File: config.mk
export PLATFORM = sky130hd
export DESIGN_NAME = simd_mode_ctrl
export DESIGN_NICKNAME = d
export VERILOG_FILES = /design/src/rtl/smc_pkg.sv /design/src/rtl/smc_mode_fsm.sv /design/src/rtl/smc_halt_cause.sv /design/src/rtl/smc_root_reduce.sv /design/src/rtl/simd_mode_ctrl.sv
export SDC_FILE = /design/constraint.sdc
export NUM_CORES = 1
export LEC_CHECK = 0
export ABC_AREA = 1
export ABC_CLOCK_PERIOD_IN_PS = 1140
export BUFFER_PORTS_ARGS = -buffer_cell sky130_fd_sc_hd__buf_4
export CAP_MARGIN = 20
export CORE_MARGIN = 10
export CORE_UTILIZATION = 42
export CTS_CLUSTER_SIZE = 28
export DETAILED_ROUTE_END_ITERATION = 7
export PLACE_DENSITY_LB_ADDON = 0.12
export RECOVER_POWER = 100
export SETUP_SLACK_MARGIN = 0.2
export SLEW_MARGIN = 20
export SYNTH_ARGS = -nofsm -noshare
export SYNTH_HDL_FRONTEND = slang
export SYNTH_HIERARCHICAL = 1
export SYNTH_SLANG_ARGS = --single-unit
File: constraint.sdc
create_clock -name clk -period 1.14 [get_ports clk]
set_clock_uncertainty 0.15 [all_clocks]
set_input_delay 0.057 -clock clk [delete_from_list [all_inputs] [get_ports clk]]
set_output_delay 0.057 -clock clk [all_outputs]
set_load 0.05 [all_outputs]
File: src/rtl/smc_pkg.sv
package smc_pkg;
  typedef enum logic {
    MODE_SYS = 1'b0,
    MODE_RUN = 1'b1
  } mode_e;
endpackage

File: src/rtl/smc_mode_fsm.sv
module smc_mode_fsm
  import smc_pkg::*;
(
  input  logic  clk,
  input  logic  rst_n,
  input  logic  glb_halt_i,
  output mode_e mode_o
);
  mode_e mode_q, mode_d;

  always_comb begin
    mode_d = mode_q;
    unique case (mode_q)
      MODE_RUN: if (glb_halt_i)  mode_d = MODE_SYS;
      MODE_SYS: if (!glb_halt_i) mode_d = MODE_RUN;
      default:                   mode_d = MODE_SYS;
    endcase
  end

  always_ff @(posedge clk or negedge rst_n) begin
    if (!rst_n) mode_q <= MODE_SYS;
    else        mode_q <= mode_d;
  end

  assign mode_o = mode_q;
endmodule

File: src/rtl/smc_halt_cause.sv
module smc_halt_cause #(
  parameter int EXC_W = 3
) (
  input  logic             clk,
  input  logic             rst_n,
  input  logic             in_run_i,
  input  logic             halt_instr_i,
  input  logic             host_stop_i,
  input  logic [EXC_W-1:0] exc_i,
  input  logic             mask_we_i,
  input  logic [EXC_W-1:0] mask_d_i,
  output logic             halt_req_o
);
  logic [EXC_W-1:0] mask_q;
  logic             mask_en;
  logic             cause;
  logic             req_q, req_d;

  // host may only reprogram the mask while the board is halted
  assign mask_en = mask_we_i && !in_run_i;

  always_ff @(posedge clk or negedge rst_n) begin
    if (!rst_n)       mask_q <= '1;
    else if (mask_en) mask_q <= mask_d_i;
  end

  assign cause = halt_instr_i || host_stop_i || (|(exc_i & mask_q));

  always_comb begin
    req_d = req_q;
    if (!in_run_i)  req_d = 1'b0;
    else if (cause) req_d = 1'b1;
  end

  always_ff @(posedge clk or negedge rst_n) begin
    if (!rst_n) req_q <= 1'b0;
    else        req_q <= req_d;
  end

  assign halt_req_o = req_q;
endmodule

File: src/rtl/smc_root_reduce.sv
module smc_root_reduce #(
  parameter int NB = 4
) (
  input  logic          clk,
  input  logic          rst_n,
  input  logic [NB-1:0] halt_req_i,
  input  logic          host_hold_i,
  input  logic [NB-1:0] ifstatus_i,
  input  logic [NB-1:0] net_busy_i,
  input  logic [NB-1:0] stretch_i,
  output logic          glb_halt_o,
  output logic          glb_ifstatus_o,
  output logic          glb_netbusy_o,
  output logic          glb_clk_en_o
);
  logic halt_d, ifs_d, nb_d, cen_d;

  always_comb begin
    halt_d = (|halt_req_i) || host_hold_i;
    ifs_d  = |ifstatus_i;
    nb_d   = |net_busy_i;
    cen_d  = ~(|stretch_i);
  end

  always_ff @(posedge clk or negedge rst_n) begin
    if (!rst_n) begin
      glb_halt_o     <= 1'b1;
      glb_ifstatus_o <= 1'b0;
      glb_netbusy_o  <= 1'b0;
      glb_clk_en_o   <= 1'b1;
    end else begin
      glb_halt_o     <= halt_d;
      glb_ifstatus_o <= ifs_d;
      glb_netbusy_o  <= nb_d;
      glb_clk_en_o   <= cen_d;
    end
  end
endmodule

File: src/rtl/simd_mode_ctrl.sv
module simd_mode_ctrl
  import smc_pkg::*;
#(
  parameter int NB    = 4,
  parameter int EXC_W = 3
) (
  input  logic               clk,
  input  logic               rst_n,
  input  logic [NB-1:0]      halt_instr_i,
  input  logic [NB*EXC_W-1:0] exc_raw_i,
  input  logic [NB-1:0]      exc_mask_we_i,
  input  logic [EXC_W-1:0]   exc_mask_data_i,
  input  logic [NB-1:0]      host_stop_i,
  input  logic               host_hold_i,
  input  logic [NB-1:0]      host_req_i,
  output logic [NB-1:0]      host_grant_o,
  input  logic [NB-1:0]      ifstatus_i,
  input  logic [NB-1:0]      branch_req_i,
  output logic [NB-1:0]      branch_take_o,
  input  logic [NB-1:0]      net_busy_i,
  input  logic [NB-1:0]      clk_stretch_i,
  output logic [NB-1:0]      run_mode_o,
  output logic [NB-1:0]      halt_req_o,
  output logic               glb_halt_o,
  output logic               glb_ifstatus_o,
  output logic               glb_netbusy_o,
  output logic               glb_clk_en_o
);
  localparam int MAX_NB = 16;

  initial begin
    if (NB < 1 || NB > MAX_NB) $error("NB out of range");
  end

  for (genvar b = 0; b < NB; b++) begin : g_board
    mode_e mode;
    logic  in_run;

    smc_mode_fsm u_fsm (
      .clk        (clk),
      .rst_n      (rst_n),
      .glb_halt_i (glb_halt_o),
      .mode_o     (mode)
    );

    assign in_run = (mode == MODE_RUN);

    smc_halt_cause #(.EXC_W(EXC_W)) u_cause (
      .clk          (clk),
      .rst_n        (rst_n),
      .in_run_i     (in_run),
      .halt_instr_i (halt_instr_i[b]),
      .host_stop_i  (host_stop_i[b]),
      .exc_i        (exc_raw_i[b*EXC_W +: EXC_W]),
      .mask_we_i    (exc_mask_we_i[b]),
      .mask_d_i     (exc_mask_data_i),
      .halt_req_o   (halt_req_o[b])
    );

    assign run_mode_o[b]    = in_run;
    assign host_grant_o[b]  = host_req_i[b] && !in_run;
    assign branch_take_o[b] = branch_req_i[b] && in_run && glb_ifstatus_o;
  end

  smc_root_reduce #(.NB(NB)) u_root (
    .clk            (clk),
    .rst_n          (rst_n),
    .halt_req_i     (halt_req_o),
    .host_hold_i    (host_hold_i),
    .ifstatus_i     (ifstatus_i),
    .net_busy_i     (net_busy_i),
    .stretch_i      (clk_stretch_i),
    .glb_halt_o     (glb_halt_o),
    .glb_ifstatus_o (glb_ifstatus_o),
    .glb_netbusy_o  (glb_netbusy_o),
    .glb_clk_en_o   (glb_clk_en_o)
  );
endmodule

==> metrics.txt, run 1 <==
# TYPE chip_impl_metric gauge
chip_impl_metric{name="numPlacedInstances",unit=""} 244
chip_impl_metric{name="fp-row-count",unit=""} 18
chip_impl_metric{name="synthesis.area_per_instance",unit="um2"} 7.54
chip_impl_metric{name="globalplace.congestion",unit=""} 0.722
chip_impl_metric{name="synthesis.yosys.warnings",unit=""} 6
chip_impl_metric{name="syn-cell-area",unit="um2"} 1120
chip_impl_metric{name="cts-htree-levels",unit=""} 1
chip_impl_metric{name="io_buffer_count",unit=""} 69
chip_impl_metric{name="hpwlAfterDp",unit="um"} 2750
chip_impl_metric{name="synth.ff_latch_count",unit=""} 24
chip_impl_metric{name="cts-buffers-inserted",unit=""} 3
chip_impl_info{name="cts.root.buffer_cell",value="clkbuf_4"} 1
chip_impl_metric{name="synth-simple-area-share",unit="%"} 34.0
chip_impl_metric{name="post_synthesis_compound_gate_area_fraction",unit="%"} 0
chip_impl_metric{name="synth.area.mux_share",unit="%"} 0
chip_impl_metric{name="cts.sinks",unit=""} 24
chip_impl_metric{name="die_width",unit="um"} 71.7
chip_impl_metric{name="syn-instance-count",unit=""} 149
chip_impl_metric{name="synth_fa_ha_area_share",unit="%"} 0
chip_impl_metric{name="number_of_buffers_between_clock_root_and_the_deepest_sink",unit=""} 2
chip_impl_metric{name="die_h",unit="um"} 71.7
chip_impl_info{name="run.stop_error",value="[ERROR DPL-0038] Utilization greater than 100%, impossible to legalize"} 1
chip_impl_info{name="outcome",value="aborted with a tool error"} 1
chip_impl_metric{name="grt_max_degree",unit=""} 25
chip_impl_metric{name="ys_seq_area_share",unit="%"} 55.0
chip_impl_info{name="grt-worst-endpoint",value="branch_take_o[2]"} 1
chip_impl_info{name="lastStage",value="global routing (5_1_grt)"} 1
chip_impl_metric{name="ioPinCount",unit=""} 70
chip_impl_metric{name="start_util",unit="%"} 44.5
chip_impl_info{name="largest_family_of_logic_cells_by_synthesized_area",value="simple AND/OR/NAND/NOR gates"} 1
chip_impl_info{name="worst-endpoint-pin-kind",value="top-level output"} 1
chip_impl_metric{name="syn_nets",unit=""} 199
chip_impl_metric{name="synthDistinctLibCells",unit=""} 8
chip_impl_metric{name="post_synth_xor_area_fraction",unit="%"} 0
chip_impl_metric{name="detailed_place.area",unit="um2"} 1720
-- timing repair --
item | CTS
hold buffers | 33
pin swaps | 13
resized for setup | 70
buffers inserted | 10
hold endpoints to repair | 44
setup endpoints to repair | 36
-- cells by family after synthesis --
family        Yosys count
simple gates           96
buf+inv                29
flops                  24
-- metrics by stage --
step,worst slack (ps),hold WS [ps]
2_1_floorplan,-7.70,-389
3_3_place_gp,134,-181
3_5_place_dp,99.9,-178
4_1_cts,-188,-116
-- cells in the mapped netlist --
| master | n | area [um2] |
|---|---|---|
| buf_4 | 4 | 30.0 |
| dfrtp_1 | 10 | 250 |
| dfstp_2 | 14 | 368 |
| inv_1 | 21 | 78.8 |
| inv_2 | 4 | 15.0 |
| nand2_1 | 52 | 195 |
| nand3_1 | 17 | 85.1 |
| nor2_1 | 27 | 101 |
==> run 2, diff against run 1 <==
CORE_AREA = 10 10 71 73   (was default)
CORE_MARGIN = default   (was 10)
CORE_UTILIZATION = default   (was 42)
CTS_CLUSTER_SIZE = default   (was 28)
DIE_AREA = 0 0 81 83   (was default)
PLACE_DENSITY_LB_ADDON = 0.15   (was 0.12)
SETUP_SLACK_MARGIN = default   (was 0.2)
==> run 2 against run 1 <==
Against the previous run:
- the flow now finishes, with violations (negative setup slack)
- area after synthesis unchanged
- synthesized cell count stayed put
==> metrics.txt, run 2 <==
# TYPE chip_impl_metric gauge
chip_impl_metric{name="final_global_route_overflow_total",unit=""} 0
chip_impl_info{name="post-synth-top-count-cell",value="nand2_1"} 1
chip_impl_info{name="setup_repair_after_global_routing_missed_its_margin",value="true"} 1
chip_impl_metric{name="period_share",unit="%"} 108
chip_impl_metric{name="groute.usage.overall",unit="%"} 11.6
chip_impl_metric{name="drt_pre_antenna_iters",unit=""} 4
chip_impl_metric{name="die_width",unit="um"} 81
chip_impl_info{name="synthFlopType",value="dfstp_2"} 1
chip_impl_metric{name="fp-row-count",unit=""} 22
chip_impl_metric{name="clock.fmax",unit="MHz"} 813
chip_impl_metric{name="drcViolationCount",unit=""} 0
chip_impl_metric{name="min_delay_path_depth",unit=""} 5
chip_impl_metric{name="number_of_buffers_between_clock_root_and_the_deepest_sink",unit=""} 2
chip_impl_metric{name="number_of_global_route_vias_before_repair",unit=""} 1424
chip_impl_metric{name="n_fill_cell",unit=""} 312
chip_impl_metric{name="hpwlAfterDp",unit="um"} 2730
chip_impl_metric{name="routed_wl",unit="um"} 3850
chip_impl_info{name="worst_r2r_endpoint",value="g_board[3].u_cause/mask_q[0]"} 1
chip_impl_info{name="failed_checks",value="negative setup slack"} 1
chip_impl_metric{name="start_util",unit="%"} 30.9
chip_impl_metric{name="die_area",unit="um2"} 6720
chip_impl_metric{name="final_layout_size_suffix_gt1_share",unit="%"} 41.8
chip_impl_metric{name="grt_max_degree",unit=""} 25
chip_impl_metric{name="numPlacedInstances",unit=""} 262
chip_impl_metric{name="grt_pass1_wl",unit="um"} 6400
chip_impl_info{name="critical_path_class",value="reg -> out"} 1
chip_impl_metric{name="synthesis.yosys.warnings",unit=""} 6
chip_impl_info{name="top_register",value="g_board.u_cause/mask_q"} 1
chip_impl_metric{name="cap_viol_max_count",unit=""} 0
chip_impl_info{name="most-common-layout-cells",value="buf_4 (48), nand2_1 (47), dlygate4sd3_1 (39)"} 1
chip_impl_metric{name="timing.slew.headroom",unit="%"} 60.1
chip_impl_metric{name="stdcell_count",unit=""} 311
chip_impl_metric{name="synth_top_cell_area_share",unit="%"} 32.7
chip_impl_metric{name="synthesis.area_per_instance",unit="um2"} 7.54
chip_impl_metric{name="total_area_of_multi_input_combinational_cells",unit="um2"} 434
chip_impl_info{name="hold_path.class",value="in -> reg"} 1
chip_impl_metric{name="hold_slack",unit="ps"} 1.78
chip_impl_metric{name="worst_ep_arrival_time",unit="ps"} 1020
chip_impl_metric{name="timing_hold_violations_final",unit=""} 0
chip_impl_metric{name="ir_worst_vdd",unit="V"} 0.00130
chip_impl_metric{name="setup_viol",unit=""} 13
chip_impl_info{name="synth_area_leaders",value="dfstp_2 (33%), dfrtp_1 (22%), nand2_1 (17%)"} 1
chip_impl_metric{name="io_buffer_count",unit=""} 69
chip_impl_metric{name="ys_seq_area_share",unit="%"} 55.0
chip_impl_metric{name="worstRegToRegCells",unit=""} 5
chip_impl_metric{name="routed_via_density",unit=""} 4.14
chip_impl_metric{name="regArea",unit="um2"} 619
chip_impl_metric{name="cp.required",unit="ps"} 930
chip_impl_metric{name="initial_antenna_violation_count",unit=""} 0
chip_impl_info{name="min_from",value="exc_raw_i[0]"} 1
chip_impl_metric{name="globalplace.congestion",unit=""} 0.816
chip_impl_info{name="tritoncts",value="built"} 1
chip_impl_metric{name="num_vias",unit=""} 1288
chip_impl_info{name="critical_path.startpoint_type",value="flop"} 1
chip_impl_metric{name="cts_clk_pin_slew_worst_paths",unit="ps"} 80
chip_impl_metric{name="wl_per_cell",unit="um"} 12.4
chip_impl_metric{name="cts-htree-levels",unit=""} 1
chip_impl_info{name="whs_endpoint",value="g_board[0].u_cause/halt_req_o"} 1
chip_impl_metric{name="critical_path_peak_fanout",unit=""} 5
chip_impl_metric{name="leakage",unit="nW"} 1.19
chip_impl_info{name="synthTopCellsByCount",value="nand2_1 (52), nor2_1 (27), inv_1 (21)"} 1
chip_impl_metric{name="postSynth.asyncResetShare",unit="%"} 100
chip_impl_metric{name="ant_nets",unit=""} 0
chip_impl_info{name="cts.root.buffer_cell",value="clkbuf_8"} 1
chip_impl_metric{name="number_of_flip_flops_under_the_largest_register_name",unit=""} 12
chip_impl_metric{name="cts-buffers-inserted",unit=""} 3
chip_impl_info{name="outcome",value="finished, violations left"} 1
chip_impl_metric{name="cts.sinks",unit=""} 24
chip_impl_metric{name="final_net_count",unit=""} 314
chip_impl_metric{name="ioPinCount",unit=""} 70
chip_impl_info{name="cp-end-kind",value="primary output"} 1
chip_impl_info{name="netlist.top_cell.by_area",value="dfstp_2"} 1
chip_impl_metric{name="synth.ff_latch_count",unit=""} 24
chip_impl_metric{name="worst_slack",unit="ps"} -89.9
chip_impl_metric{name="synthDistinctLibCells",unit=""} 8
chip_impl_metric{name="syn-cell-area",unit="um2"} 1120
chip_impl_metric{name="num_antenna_cells",unit=""} 0
chip_impl_metric{name="syn-instance-count",unit=""} 149
chip_impl_metric{name="r2r_slack",unit="ps"} 50
chip_impl_metric{name="drv_slew",unit=""} 0
chip_impl_metric{name="tightestPinTransition",unit="ps"} 598
chip_impl_info{name="layout_commonest_cell",value="buf_4"} 1
chip_impl_metric{name="core_area",unit="um2"} 3630
chip_impl_metric{name="syn_nets",unit=""} 199
chip_impl_metric{name="period_minus_slack",unit="ps"} 1230
chip_impl_metric{name="layout_overhead_on_the_synthesized_area",unit="%"} 103
chip_impl_metric{name="synth_edf_count",unit=""} 0
chip_impl_metric{name="pwr_density_cell",unit="nW/um2"} 1600
chip_impl_metric{name="die_h",unit="um"} 83
chip_impl_metric{name="drt_iter0_drc",unit=""} 45
chip_impl_info{name="r2r_start",value="g_board[3].u_fsm/mode_o"} 1
chip_impl_metric{name="clock_insertion_delay_worst_skew",unit="ps"} 260
==> run 2: cell counts after synthesis <==
No cell type changed its count.
==> run 2: power by group <==
group / total [W] / switching [W] / internal, W
clock: 0.000569 / 0.000261 / 0.000308
sequential: 0.00137 / 0.000181 / 0.00119
combinational: 0.00172 / 0.00102 / 0.000693
==> run 2: final cells by class <==
type,count,area share (%)
inverter,25,4.12
multi-input combinational,96,19.0
clock buffer,4,2.41
tap,48,2.63
timing repair buffer,114,44.6
sequential,24,27.2
==> run 2: worst max path at each step <==
stage | from | endpoint | slack, ps | depth (start not counted)
after floorplan | u_root/glb_ifstatus_o | branch_take_o[0] | -8 | 2
after global placement | g_board[3].u_fsm/mode_o | branch_take_o[3] | 160 | 3
after detailed placement | g_board[3].u_fsm/mode_o | branch_take_o[3] | 130 | 3
after CTS | u_root/glb_ifstatus_o | branch_take_o[0] | -110 | 3
after global routing | u_root/glb_ifstatus_o | branch_take_o[3] | -140 | 3
final | u_root/glb_ifstatus_o | branch_take_o[1] | -90 | 3
==> run 2: cells by family after synthesis <==
group,synth area share (%)
flip-flops,55.0
AND/OR/NAND/NOR,34.0
buffers and inverters,11.0
==> run 2: critical path: stages (launching register included) <==
cell and delay, ps:
dfrtp_2 440, nand2_2 90, nor2_4 80, buf_6 160
==> run 2: repair_timing <==
item / CTS / global route
hold buffers: 39 / 0
buffers inserted: 5 / 1
setup endpoints to repair: 11 / 22
endpoints found under the hold margin: 44 / 0
resized for setup: 21 / 7
pin swaps: 5 / 0
==> run 2: stage by stage <==
stage / worst slack [ps] / power [W] / setup TNS, ps / instance area [um2] / util, %
3_5_place_dp: 133 / 0.00282 / 0 / 1710 / 47.1
4_1_cts: -107 / 0.00369 / -761 / 2270 / 62.5
5_1_grt: -145 / 0.00389 / -1340 / 2280 / 62.7
6_report: -89.9 / 0.00366 / -685 / 2280 / 62.7
2_1_floorplan: -7.70 / 0.00235 / -24.6 / 1160 / -
3_3_place_gp: 158 / 0.00282 / 0 / 1710 / 47.1
==> run 2: routing by layer <==
layer	GRT usage (%)	vias to the layer above	share of wire, %
met5	0	-	0
met4	2.03	0	1.2
met3	4.42	4	8.8
met2	19.5	47	50
met1	13.5	569	40
li1	-	668	-
Note: power is estimated with default switching activity, not from simulation.
